==> config.mk <==
export PLATFORM = sky130hd
export DESIGN_NAME = bitop_unit
export DESIGN_NICKNAME = d
export VERILOG_FILES = /design/src/rtl/bitop_pkg.sv /design/src/rtl/bitop_shift.sv /design/src/rtl/bitop_field.sv /design/src/rtl/bitop_unit.sv
export SDC_FILE = /design/constraint.sdc
export NUM_CORES = 1
export LEC_CHECK = 0
export BUFFER_PORTS_ARGS = -buffer_cell sky130_fd_sc_hd__buf_2
export CAP_MARGIN = 30
export CORE_UTILIZATION = 35
export DETAILED_ROUTE_END_ITERATION = 8
export PLACE_DENSITY_LB_ADDON = 0.15
export SYNTH_ARGS = -nofsm -noshare
export SYNTH_HDL_FRONTEND = slang
export SYNTH_SLANG_ARGS = --single-unit
==> constraint.sdc <==
create_clock -name clk_i -period 1.4 [get_ports clk_i]
set_input_delay 0.42 -clock clk_i [delete_from_list [all_inputs] [get_ports clk_i]]
set_output_delay 0.42 -clock clk_i [all_outputs]
set_load 0.01 [all_outputs]
==> src/rtl/bitop_pkg.sv <==
package bitop_pkg;
  typedef enum logic [1:0] {
    GRP_SHIFT = 2'b00,
    GRP_TEST  = 2'b01,
    GRP_CLR   = 2'b10,
    GRP_SET   = 2'b11
  } grp_e;

  typedef enum logic [2:0] {
    SH_ROL  = 3'd0,
    SH_ROR  = 3'd1,
    SH_RCL  = 3'd2,
    SH_RCR  = 3'd3,
    SH_SHL  = 3'd4,
    SH_ASR  = 3'd5,
    SH_SWAP = 3'd6,
    SH_LSR  = 3'd7
  } shift_e;

  typedef struct packed {
    logic z;
    logic n;
    logic h;
    logic c;
  } flags_t;

  localparam int unsigned OPC_W = 8;
endpackage

==> src/rtl/bitop_shift.sv <==
module bitop_shift
  import bitop_pkg::*;
#(
  parameter int unsigned DATA_W = 8
) (
  input  shift_e            sel_i,
  input  logic [DATA_W-1:0] val_i,
  input  logic              cin_i,
  output logic [DATA_W-1:0] res_o,
  output logic              cout_o
);
  localparam int unsigned HALF_W = DATA_W / 2;

  always_comb begin
    res_o  = val_i;
    cout_o = 1'b0;
    unique case (sel_i)
      SH_ROL:  begin res_o = {val_i[DATA_W-2:0], val_i[DATA_W-1]}; cout_o = val_i[DATA_W-1]; end
      SH_ROR:  begin res_o = {val_i[0], val_i[DATA_W-1:1]};        cout_o = val_i[0];        end
      SH_RCL:  begin res_o = {val_i[DATA_W-2:0], cin_i};           cout_o = val_i[DATA_W-1]; end
      SH_RCR:  begin res_o = {cin_i, val_i[DATA_W-1:1]};           cout_o = val_i[0];        end
      SH_SHL:  begin res_o = {val_i[DATA_W-2:0], 1'b0};            cout_o = val_i[DATA_W-1]; end
      SH_ASR:  begin res_o = {val_i[DATA_W-1], val_i[DATA_W-1:1]}; cout_o = val_i[0];        end
      SH_SWAP: begin res_o = {val_i[HALF_W-1:0], val_i[DATA_W-1:HALF_W]}; cout_o = 1'b0;     end
      SH_LSR:  begin res_o = {1'b0, val_i[DATA_W-1:1]};            cout_o = val_i[0];        end
      default: ;
    endcase
  end

  // swap never produces a carry
  always_comb begin
    if (sel_i == SH_SWAP) assert (!cout_o);
  end
endmodule

==> src/rtl/bitop_field.sv <==
module bitop_field
  import bitop_pkg::*;
#(
  parameter int unsigned DATA_W = 8,
  localparam int unsigned IDX_W = $clog2(DATA_W)
) (
  input  grp_e              grp_i,
  input  logic [IDX_W-1:0]  idx_i,
  input  logic [DATA_W-1:0] val_i,
  output logic [DATA_W-1:0] res_o,
  output logic              bit_o
);
  logic [DATA_W-1:0] mask;

  for (genvar i = 0; i < DATA_W; i++) begin : g_mask
    assign mask[i] = (idx_i == IDX_W'(i));
  end

  assign bit_o = |(val_i & mask);

  always_comb begin
    unique case (grp_i)
      GRP_SET: res_o = val_i | mask;
      GRP_CLR: res_o = val_i & ~mask;
      default: res_o = val_i;
    endcase
  end

  always_comb begin
    if (grp_i == GRP_SET || grp_i == GRP_CLR)
      assert ($countones(res_o ^ val_i) <= 1);
  end
endmodule

==> src/rtl/bitop_unit.sv <==
module bitop_unit
  import bitop_pkg::*;
#(
  parameter int unsigned DATA_W = 8
) (
  input  logic              clk_i,
  input  logic              rst_ni,
  input  logic              valid_i,
  input  logic [7:0]        opcode_i,
  input  logic [DATA_W-1:0] operand_i,
  input  logic [3:0]        flags_i,
  output logic              valid_o,
  output logic [DATA_W-1:0] result_o,
  output logic              wb_en_o,
  output logic [3:0]        flags_o
);
  localparam int unsigned IDX_W = $clog2(DATA_W);

  grp_e              grp;
  logic [2:0]        field;
  logic [2:0]        unused_reg_sel;
  flags_t            f_in, f_nxt;
  logic [DATA_W-1:0] sh_res, bf_res, res_nxt;
  logic              sh_cout, bf_bit, wb_nxt;

  assign grp            = grp_e'(opcode_i[7:6]);
  assign field          = opcode_i[5:3];
  assign unused_reg_sel = opcode_i[2:0];
  assign f_in           = flags_t'(flags_i);

  bitop_shift #(.DATA_W(DATA_W)) u_shift (
    .sel_i (shift_e'(field)),
    .val_i (operand_i),
    .cin_i (f_in.c),
    .res_o (sh_res),
    .cout_o(sh_cout)
  );

  bitop_field #(.DATA_W(DATA_W)) u_field (
    .grp_i(grp),
    .idx_i(field[IDX_W-1:0]),
    .val_i(operand_i),
    .res_o(bf_res),
    .bit_o(bf_bit)
  );

  always_comb begin
    f_nxt   = f_in;
    res_nxt = bf_res;
    wb_nxt  = 1'b1;
    unique case (grp)
      GRP_SHIFT: begin
        res_nxt = sh_res;
        f_nxt   = '{z: (sh_res == '0), n: 1'b0, h: 1'b0, c: sh_cout};
      end
      GRP_TEST: begin
        wb_nxt = 1'b0;
        f_nxt  = '{z: ~bf_bit, n: 1'b0, h: 1'b1, c: f_in.c};
      end
      default: ;
    endcase
  end

  always_ff @(posedge clk_i or negedge rst_ni) begin
    if (!rst_ni) begin
      valid_o  <= 1'b0;
      wb_en_o  <= 1'b0;
      result_o <= '0;
      flags_o  <= '0;
    end else begin
      valid_o <= valid_i;
      wb_en_o <= valid_i & wb_nxt;
      if (valid_i) begin
        result_o <= res_nxt;
        flags_o  <= f_nxt;
      end
    end
  end

  AST_SHIFT_NH_CLR: assert property (@(posedge clk_i) disable iff (!rst_ni)
    valid_i && opcode_i[7:6] == 2'b00 |=> !flags_o[2] && !flags_o[1]);
  AST_TEST_NO_WB: assert property (@(posedge clk_i) disable iff (!rst_ni)
    valid_i && opcode_i[7:6] == 2'b01 |=> !wb_en_o && flags_o[1] && !flags_o[2]
      && flags_o[0] == $past(flags_i[0]));
  AST_SETCLR_FLAGS: assert property (@(posedge clk_i) disable iff (!rst_ni)
    valid_i && opcode_i[7] |=> wb_en_o && flags_o == $past(flags_i));
  AST_IDLE_HOLD: assert property (@(posedge clk_i) disable iff (!rst_ni)
    !valid_i |=> !valid_o && !wb_en_o && $stable(result_o) && $stable(flags_o));
  AST_VALID_FOLLOW: assert property (@(posedge clk_i) disable iff (!rst_ni)
    valid_i |=> valid_o);
endmodule

=== Word-level counts from Yosys, hierarchy flattened ===
Index checks and enable logic that the tools add are counted.

* Bits in registers: 14
* Latch bits: 0
* Bits in writable memories: 0
* Memory bits (read-only): 0
* Input port bits: 23
* Output and inout bits: 14
* Logic and storage cells: 32
* Memories kept: 0

* Add/sub/neg operators: 0
* $mul: 0
* Divide/modulo/power cells: 0
* Order comparisons: 0
* Equal/unequal tests: 10
* Shift-type cells: 0
* Mux-type cells: 6
* Bitwise gates (word level): 6
* Reductions and logical operators: 6

{| class="wikitable"
|+ Operators with widths
! kind !! number
|-
| $pmux W8 S8 || 1
|-
| $and A8 B8 Y8 || 2
|-
| $pmux W8 S2 || 1
|-
| $eq A3 B3 Y1 const B || 4
|-
| $logic_not A8 Y1 || 1
|-
| $mux W8 || 1
|-
| $not A8 Y8 || 1
|-
| $or A8 B8 Y8 || 1
|-
| $pmux W4 S2 || 1
|-
| $reduce_or A8 Y1 || 1
|-
| $eq A3 B2 Y1 const B || 2
|-
| $eq A2 B2 Y1 const B || 2
|-
| $reduce_or A4 Y1 || 1
|-
| $eq A3 B1 Y1 const B || 1
|-
| $logic_not A3 Y1 || 1
|-
| $pmux W1 S3 || 1
|-
| $reduce_or A3 Y1 || 1
|-
| $eq A2 B1 Y1 const B || 1
|-
| $logic_not A2 Y1 || 1
|-
| $and A1 B1 Y1 || 1
|-
| $mux W1 || 1
|-
| $not A1 Y1 || 1
|}

=== Depth between registers and ports, before layout ===
Gate-level depths: netlist (run 1).

* Depth in word-level cells: 5
* Gate-level depth with buffers: 6
* Depth with buffers taken out: 4

=== By module ===
From an unflattened synthesis (run 1), not the netlist that was laid out.

* Cells, all modules: 115
* Area, all modules: 1107.3 um^2

{| class="wikitable"
|+ By module, submodules not included
! module !! instances !! cells an instance !! area each (um^2) !! sequential area each (um^2)
|-
| bitop_unit || 1 || 60 || 634.4 || 350.3
|-
| bitop_field || 1 || 22 || 250.2 || 0.0
|-
| bitop_shift || 1 || 33 || 222.7 || 0.0
|}

=== Worst setup path before layout (run 1) ===
Ideal clock, no wire load.

* Path type: input to register
* From: in opcode_i[3]
* To: reg flags_o[3]
* Data arrival time: 1.429 ns
* Data required time: 1.305 ns
* Slack: -0.125 ns
* Cell stages on the path: 5
* Path buffers: 1
* Cells stage by stage: buf_6 -> or4b_4 -> o21ai_2 -> o2111ai_1 -> o31ai_1

* Cells in the longest elaborated chain, start to end: 5
* Elaborated cells between the ends (all ways): 14
* Those cells by class: eq/ne: 7; mux: 2; bitwise: 2; reduce/logical: 3

{| class="wikitable"
|+ Ends and longest elaborated chain
! item !! line !! text
|-
| start, declared || bitop_unit.sv:9 || <nowiki>input logic [7:0] opcode_i,</nowiki>
|-
| parallel branches: the longest is 4 deep, another holds $pmux W8 S8 || - ||
|-
| $pmux W4 S2 * || bitop_unit.sv:51 || <nowiki>unique case (grp)</nowiki>
|-
| end signal, assigned || bitop_unit.sv:75 || <nowiki>flags_o <= f_nxt;</nowiki>
|-
| end, declared || bitop_unit.sv:15 || <nowiki>output logic [3:0] flags_o</nowiki>
|}

Mark *: on every way between the ends.
A chain may end at the register's enable or synchronous reset.

=== Worst setup path after layout (run 1) ===
Same ends and word-level chain as after synthesis.

==> results of run 1 <==
==> power by group through the flow <==
stage	Sequential (W)	Clock [W]	Combinational [W]
2_1_floorplan	0.000499	0	0.000219
3_3_place_gp	0.000474	0	0.000450
3_5_place_dp	0.000477	0	0.000457
4_1_cts	0.000469	0.000312	0.000463
5_1_grt	0.000475	0.000334	0.000507
6_report	0.000468	0.000306	0.000465
==> placed cells by master, fill, tap and decap left out, types with 5 or more instances in the layout <==
cell type  instances
a31oi_1            5
and4b_1            6
buf_2             30
buf_4             41
dfrtp_1           14
nor2_1            10
o2111ai_1          5
o21ai_0            8
==> kinds of logic after synthesis <==
group,count (synthesis),share of synthesized area
mux,5,0.0653
compound gates,52,0.319
flops,14,0.281
simple gates,46,0.229
buf+inv,21,0.106
==> through the flow <==
step	cells	area [um2]	total power, W	TNS [ps]	utilization
after floorplan	138	1260	0.000718	-242	-
after global placement	242	1690	0.000924	-2670	0.502
after detailed placement	242	1690	0.000934	-2990	0.502
after CTS	246	1740	0.00124	0	0.517
after global routing	246	1750	0.00132	0	0.519
final	246	1750	0.00124	0	0.519
==> per-layer routing <==
layer	track usage	share of wire	vias up
li1	-	-	674
met4	0.0667	0.0058	0
met5	0	0	-
met3	0.0252	0.029	3
met2	0.369	0.50	35
met1	0.276	0.46	674
==> final timing paths <==
path | endpoint | startpoint | depth (start not counted) | slack, ps
max | flags_o[3] | opcode_i[3] | 6 | 20
min | result_o[6] | rst_ni | 1 | 9
max reg2reg | flags_o[3] | flags_o[3] | 4 | 310
min reg2reg | result_o[4] | result_o[4] | 1 | 480
max in group asynchronous | result_o[4] | rst_ni | 1 | 1140
min in group clk_i | flags_o[2] | flags_i[2] | 3 | 360
==> layout make-up <==
cell class | count | area [um2] | area share
Clock buffer | 4 | 36.3 | 0.0208
Multi-Input combinational cell | 103 | 791 | 0.453
Inverter | 6 | 25.0 | 0.0143
Timing Repair Buffer | 73 | 485 | 0.278
Tap cell | 46 | 57.6 | 0.0330
Sequential cell | 14 | 350 | 0.201
==> flip-flops by register name (all words and copies together), names as in the netlist <==
| register | cells |
|---|---|
| result_o | 8 |
| wb_en_o | 1 |
| flags_o | 4 |
| valid_o | 1 |
==> critical path: stages <==
cell	delay, ps
buf_4	180
buf_4	220
nor2b_1	80
a221oi_2	290
nand3_1	120
o31ai_1	270
==> what timing repair did <==
item                                    CTS  global route
resized for setup                         3             3
endpoints found under the setup margin    3             3
hold buffers                              0             0
==> impl_metrics.toml, run 1 <==
[grt]
grt_pass1_wl_um = 5890
overflow = 0
antenna_found_initial = 0
grt_pass1_vias = 1252
grt_usage = 0.213
grt_max_degree = 25

[logic_synthesis]
ys_top_cells_by_count = "dfrtp_1, nor2_1, o21ai_0, and4b_1"
syn-num-nets = 161
yosysTopAreaCell = "dfrtp_1"
post-synth-top-count-cell = "dfrtp_1"
synth-async-reset-ratio = 1.00
synth_area_mm2 = 0.00124
synthFlopType = "dfrtp_1"
ys_seq_area_frac = 0.281
ys_ff_latch = 14
synth_edf_count = 0
synthTopCellsByArea = "dfrtp_1, and4b_1, buf_6"
synth_cell_types = 54
yosysWarnings = 0
avgSynthCellArea_um2 = 9.02
netlist.area_leader.share = 0.281
syn_inst = 138

[sta]
worst_hold_slack_ps = 8.60
final.setup.worst_slack_ps = 20.0
worst_slew_pin_slew_ps = 351
rsz0062_at_grt = "no"
hold_viol = 0
fin_skew_ps = 0
post-route-min-period_ps = 1380
fmax_mhz = 725
slew_viol_final = 0
fin_crit_sh = 0.986
slew-limit-headroom = 0.766
setup_violations = 0

[final_layout]
diodes = 0
num-fill-cells = 347
drive_gt1_frac = 0.455
nets = 224
area_growth_pct = 40.2

[power]
total_leakage_power_nw = 0.778
p_per_area_mw_per_mm2 = 710
clockPowerShare = 0.247
p_sw_frac = 0.327
combPwrFrac = 0.375
ir_drop_v = 0.000267
p_int_w = 0.000835
seqPwrFrac = 0.378
switchingPower_w = 0.000405

[cts]
clock-sinks = 14
clk_pin_slew_worst_paths_ps = 90
cts_setup_buffers = 0
cts_made_buffers = 3
worstSkewPairLatency_ps = 290
htreeDepth = 1
clock-root-buffer = "clkbuf_4"
cts_tree = "done"
clock_path_buffers = 2

[drt]
routed_wl_um = 3780
drt_iter0_drc = 68
ant_nets = 0
first_pass_iters = 4
viasPerCell = 5.63
drc = 0
vias = 1386
post_drt_wl_per_cell_um = 15.4

[placed_design]
preCtsSetupSlack_ps = -411
hpwl_um = 2980
port_buffers = 33
gp_congestion = 0.864

[floorplan]
io_pins = 37
start_util = 0.370
chipHeight_um = 61.6
rows = 21
core_region_area_mm2 = 0.00336
dieArea_mm2 = 0.00380
die_width_um = 61.6

[setup_path]
arrival_ps = 1580
worstPathMaxFanout = 17
required_ps = 1600
startpoint_type = "input port"
path_class = "input port to flip-flop"
endpoint_kind = "flip-flop"

[job]
max_cap_violations = 0

[worst_hold_path]
min_path_type = "input port to async pin"

[outcome]
status = "complete, no violations"
Power figures use the tool's default switching activity.
==> run 2, diff against run 1 <==
--- a/config.mk
+++ b/config.mk
@@ -5,6 +5,7 @@
 export SDC_FILE = /design/constraint.sdc
 export NUM_CORES = 1
 export LEC_CHECK = 0
+export ABC_AREA = 1
 export BUFFER_PORTS_ARGS = -buffer_cell sky130_fd_sc_hd__buf_2
 export CAP_MARGIN = 30
 export CORE_UTILIZATION = 35
==> run 2 against run 1 <==
The run now ends with design-rule violations left. Register-to-register slack better by 460 ps. Final cell count grew 5.7%. Total power fell by 7.8%. Global-route usage is 0.73 points higher. Wire length decreased by 10%. Sequential share of layout area is 3.6 points higher. Cell area decreased by 15%. Combinational power is 18% lower. Via count down 3.5%. Fmax is 11% higher. Die area is 12% lower. Critical endpoint is now result_o[1]. Largest cell class unchanged. Largest power group unchanged.
==> impl_metrics.toml, run 2 <==
[placed_design]
hpwl_um = 2690
port_buffers = 33
gp_congestion = 0.918
placed_cell_area_mm2 = 0.00144
preCtsSetupSlack_ps = -187

[final_layout]
largest_register_ffs = 8
largestRegisters = "result_o x8, flags_o x4"
nets = 253
final_cell_area_mm2 = 0.00148
area_growth_pct = 36.6
drive_gt1_frac = 0.301
final_cell_mix = "nand2_1, buf_2, nor2_1, buf_4, o21ai_0"
final_common_cell = "nand2_1"
largest-register = "result_o"
diodes = 0
fin_util = 0.519

[sta]
slew-limit-headroom = 0.768
hold_viol = 0
post-route-min-period_ps = 1240
fin_crit_sh = 0.889
fin_skew_ps = 0
rsz0062_at_grt = "no"
worst_hold_slack_ps = 29.0
final.setup.worst_slack_ps = 155
setup_violations = 0
slew_viol_final = 0
fmax_mhz = 803
worst_slew_pin_slew_ps = 348

[drt]
ant_nets = 0
viasPerCell = 5.14
routed_wl_um = 3390
drt_iter0_drc = 71
vias = 1337
drc = 2
post_drt_wl_per_cell_um = 13.1
first_pass_iters = 6

[logic_synthesis]
synthTopCellsByArea = "dfrtp_1, nand2_1, nor2_1"
netlist.area_leader.share = 0.323
avgSynthCellArea_um2 = 6.27
yosysWarnings = 0
syn-num-nets = 196
syn_inst = 173
synth_area_mm2 = 0.00108
post-synth-top-count-cell = "nand2_1"
yosysTopAreaCell = "dfrtp_1"
ys_top_cells_by_count = "nand2_1, nor2_1, o21ai_0, dfrtp_1, nand3_1"
synth_edf_count = 0
ys_ff_latch = 14
synth-async-reset-ratio = 1.00
synth_cell_types = 19
synthFlopType = "dfrtp_1"
ys_seq_area_frac = 0.323

[outcome]
status = "finished, violations left"
violations = "design-rule violations"

[grt]
antenna_found_initial = 0
grt_usage = 0.221
grt_pass1_wl_um = 5670
overflow = 0
grt_pass1_vias = 1181
grt_max_degree = 15

[setup_path]
worstPathMaxFanout = 6
path_cells = "buf_2 > buf_4 > nand3_1 > buf_4 > nand2_1 > nand2_1 > a21oi_1 > a21oi_1"
cpPeakStageDelay_ps = 200
path_class = "input port to flip-flop"
cp_top_family = "buffers and inverters"
arrival_ps = 1420
required_ps = 1570
startpoint_type = "input port"
endpoint_kind = "flip-flop"
critical_path.slowest_cell = "a21oi_1"
crit_buf_inv = 3

[cts]
cts_made_buffers = 3
clk_pin_slew_worst_paths_ps = 90
clock-sinks = 14
cts_tree = "done"
worstSkewPairLatency_ps = 280
clock-root-buffer = "clkbuf_4"
clock_path_buffers = 2
htreeDepth = 1

[floorplan]
chipHeight_um = 57.7
io_pins = 37
start_util = 0.380
core_region_area_mm2 = 0.00285
rows = 19
dieArea_mm2 = 0.00333
die_width_um = 57.7

[job]
max_cap_violations = 0

[power]
p_per_area_mw_per_mm2 = 771
p_total_w = 0.00114
ir_drop_v = 0.000517
total_leakage_power_nw = 0.783

[worst_hold_path]
min_path_type = "input port to async pin"
-- run 2: changes by cell type in the layout (fill, tap and decap cells not counted), moves of 4 or more --
cell,before,now
nand3_1,4,14
nand4_1,0,12
nor2_1,10,27
nand2b_1,4,0
and4b_1,6,0
o21ai_0,8,16
nand2_1,3,44
inv_1,4,12
o21a_1,4,0
a21oi_1,3,10
buf_4,41,27
o2111ai_1,5,0
-- run 2: power by group --
group	switching [W]	leakage, nW	internal, W
Clock	0.000137	0.0210	0.000158
Sequential	0.0000188	0.166	0.000446
Combinational	0.000219	0.597	0.000164
Total	0.000375	0.783	0.000768
-- run 2: worst reg2reg max path: stages (launching register included) --
cell     delay [ps]
dfrtp_1         390
nor2_1           90
a31oi_1          50
-- run 2: path summary, 6_finish.rpt --
kind | from | cells after the start | to | slack (ps)
min reg2reg | result_o[3] | 2 | result_o[3] | 480
max reg2reg | result_o[6] | 2 | result_o[6] | 770
max in group asynchronous | rst_ni | 1 | flags_o[1] | 1110
min | rst_ni | 1 | result_o[2] | 30
max | opcode_i[3] | 8 | result_o[1] | 160
min in group clk_i | flags_i[2] | 3 | flags_o[2] | 350
-- run 2: layout make-up --
cell class                 count  area [um2]
fill                         311        1370
tap                           31        38.8
multi-input combinational    136         632
sequential                    14         350
clock buffer                   4        36.3
timing repair buffer          60         368
inverter                      15        56.3
-- run 2: logic make-up (layout without fill, tap and decap cells) --
kind of cell | count (synthesis) | count (layout) | share of synthesized area
AOI/OAI and AO/OA | 36 | 36 | 0.182
and+or+nand+nor | 100 | 100 | 0.398
buffers and inverters | 23 | 79 | 0.0969
DFF | 14 | 14 | 0.323
-- run 2: through the flow --
stage	TNS, ps	cells
floorplan	0	173
finish	0	260
global route	0	260
detailed placement	-696	256
CTS	0	260
global placement	-568	256
-- run 2: per-layer routing --
| metal | global-route usage | vias to the layer above | wire length (um) |
|---|---|---|---|
| li1 | - | 697 | - |
| met1 | 0.303 | 592 | 1560 |
| met2 | 0.365 | 44 | 1660 |
| met3 | 0.0402 | 4 | 148 |
| met4 | 0.0442 | 0 | 26 |
| met5 | 0 | - | 0 |
-- run 2: repair_timing --
item | CTS | global route
hold buffers | 0 | 0
setup endpoints to repair | 0 | 1
setup buffers | 0 | 0
resized for setup | 0 | 1
==> run 3, diff against run 2 <==
--- a/config.mk
+++ b/config.mk
@@ -8,7 +8,9 @@
 export ABC_AREA = 1
 export BUFFER_PORTS_ARGS = -buffer_cell sky130_fd_sc_hd__buf_2
 export CAP_MARGIN = 30
-export CORE_UTILIZATION = 35
+export CELL_PAD_IN_SITES_DETAIL_PLACEMENT = 2
+export CELL_PAD_IN_SITES_GLOBAL_PLACEMENT = 2
+export CORE_UTILIZATION = 25
 export DETAILED_ROUTE_END_ITERATION = 8
 export PLACE_DENSITY_LB_ADDON = 0.15
 export SYNTH_ARGS = -nofsm -noshare
==> run 3 against run 2 <==
The flow now finishes without violations. Cell area grew 10%. Sequential cell count unchanged. Setup slack lost 77 ps. Global-route usage rose by 0.25 points. Clock power grew 35%. Wire length rose by 45%. Critical path depth rose by 3.
==> impl_metrics.toml, run 3 (synthesized netlist as in run 2, its figures left out) <==
[placed_design]
port_buffers = 33
gp_congestion = 0.902
preCtsSetupSlack_ps = -303
placed_cell_area_mm2 = 0.00146
hpwl_um = 3910

[drt]
drt_iter0_drc = 36
vias = 1489
drc = 0
viasPerCell = 5.30
ant_nets = 0
post_drt_wl_per_cell_um = 17.5
routed_wl_um = 4920
first_pass_iters = 4

[setup_path]
startpoint = "opcode_i[4]"
reg2reg_from = "result_o[6]"
path_class = "input port to flip-flop"
worstPathMaxFanout = 7
arrival_ps = 1500
required_ps = 1580
endpoint_kind = "flip-flop"
startpoint_type = "input port"
rr_worst_depth = 2

[worst_hold_path]
min_path_type = "input port to async pin"

[final_layout]
largest_register_ffs = 8
largest-register = "result_o"
final_cell_area_mm2 = 0.00163
fin_util = 0.400
diodes = 0
drive_gt1_frac = 0.342
num-fill-cells = 511
final_cell_mix = "nand2_1, buf_2, buf_4"
area_growth_pct = 50.6
nets = 255
largestRegisters = "result_o x8, flags_o x4"
final_common_cell = "nand2_1"

[grt]
grt_pass1_wl_um = 7530
grt_usage = 0.223
grt_pass1_vias = 1589
antenna_found_initial = 0
overflow = 0
grt_max_degree = 15

[floorplan]
core_region_area_mm2 = 0.00409
start_util = 0.265
dieArea_mm2 = 0.00461
rows = 23
chipHeight_um = 67.9
io_pins = 37
die_width_um = 67.9

[power]
p_per_area_mw_per_mm2 = 803
total_leakage_power_nw = 0.824
ir_drop_v = 0.000281

[sta]
worst_slew_pin_slew_ps = 315
fin_crit_sh = 0.944
final.setup.worst_slack_ps = 77.8
slew-limit-headroom = 0.790
fin_skew_ps = 0
hold_viol = 0
slew_viol_final = 0
fmax_mhz = 756
post-route-min-period_ps = 1320
setup_violations = 0
worst_hold_slack_ps = 56.4

[cts]
htreeDepth = 1
cts_tree = "done"
clock-sinks = 14
worstSkewPairLatency_ps = 250
clock-root-buffer = "clkbuf_8"
cts_made_buffers = 3
clk_pin_slew_worst_paths_ps = 60
clock_path_buffers = 2
hold_buffers = 0

[outcome]
status = "complete, no violations"

[job]
max_cap_violations = 0
run 3: cell count changes in the layout (fill, tap and decap cells not counted), moves of 2 or more:
cell,change
buf_6,+6
buf_4,-2
nand3_4,+2
nand3_1,-4
nand3_2,+2
nor2_1,-3
clkbuf_4,-3
clkbuf_8,+3
nor2_4,+2
buf_2,-3
run 3: final timing paths:
kind,end,slack [ps]
hold / removal,flags_o[1],60
hold reg to reg,result_o[7],490
min in group clk_i,flags_o[2],410
setup / recovery,flags_o[3],80
setup reg to reg,result_o[6],740
max in group asynchronous,result_o[4],1110
run 3: power by group:
group	internal (W)	leakage (nW)	total (W)	switching, W
sequential	0.000447	0.166	0.000468	0.0000207
clock	0.000249	0.0288	0.000398	0.000148
combinational	0.000185	0.629	0.000446	0.000261
total	0.000882	0.824	0.00131	0.000430
run 3: cell type report:
cell class,count,area (um2),area share
inverter,15,61.3,0.0375
timing repair buffer,62,420,0.257
sequential,14,350,0.214
clock buffer,4,55.1,0.0337
tap,50,62.6,0.0383
multi-input combinational,136,684,0.419
run 3: per-stage QoR:
| stage | setup TNS, ps | std cells | power, W |
|---|---|---|---|
| after global routing | -16.8 | 281 | 0.00138 |
| after CTS | 0 | 278 | 0.00129 |
| final | 0 | 281 | 0.00131 |
| after floorplan | 0 | 173 | 0.000669 |
| after detailed placement | -1480 | 274 | 0.000882 |
| after global placement | -827 | 274 | 0.000856 |
run 3: per-layer routing:
| layer | share of wire | track usage | routed length (um) |
|---|---|---|---|
| met5 | 0 | 0 | 0 |
| met3 | 0.021 | 0.0100 | 104 |
| met1 | 0.43 | 0.248 | 2110 |
| met2 | 0.54 | 0.446 | 2650 |
| met4 | 0.012 | 0.0703 | 57 |
run 3: timing repair:
action,4_1_cts,5_1_grt
setup buffers,0,3
endpoints found under the setup margin,1,2
resized for setup,5,24
pin swaps,2,9
run 3: worst max-delay path, cell delays in order:
cell,delay (ps)
buf_8,120
buf_6,120
nand3_4,100
nor2_4,40
nor2_2,130
nand3_2,100
nor2_1,110
nand2_1,60
nor2_2,120
nor2_1,60
nor2_1,110
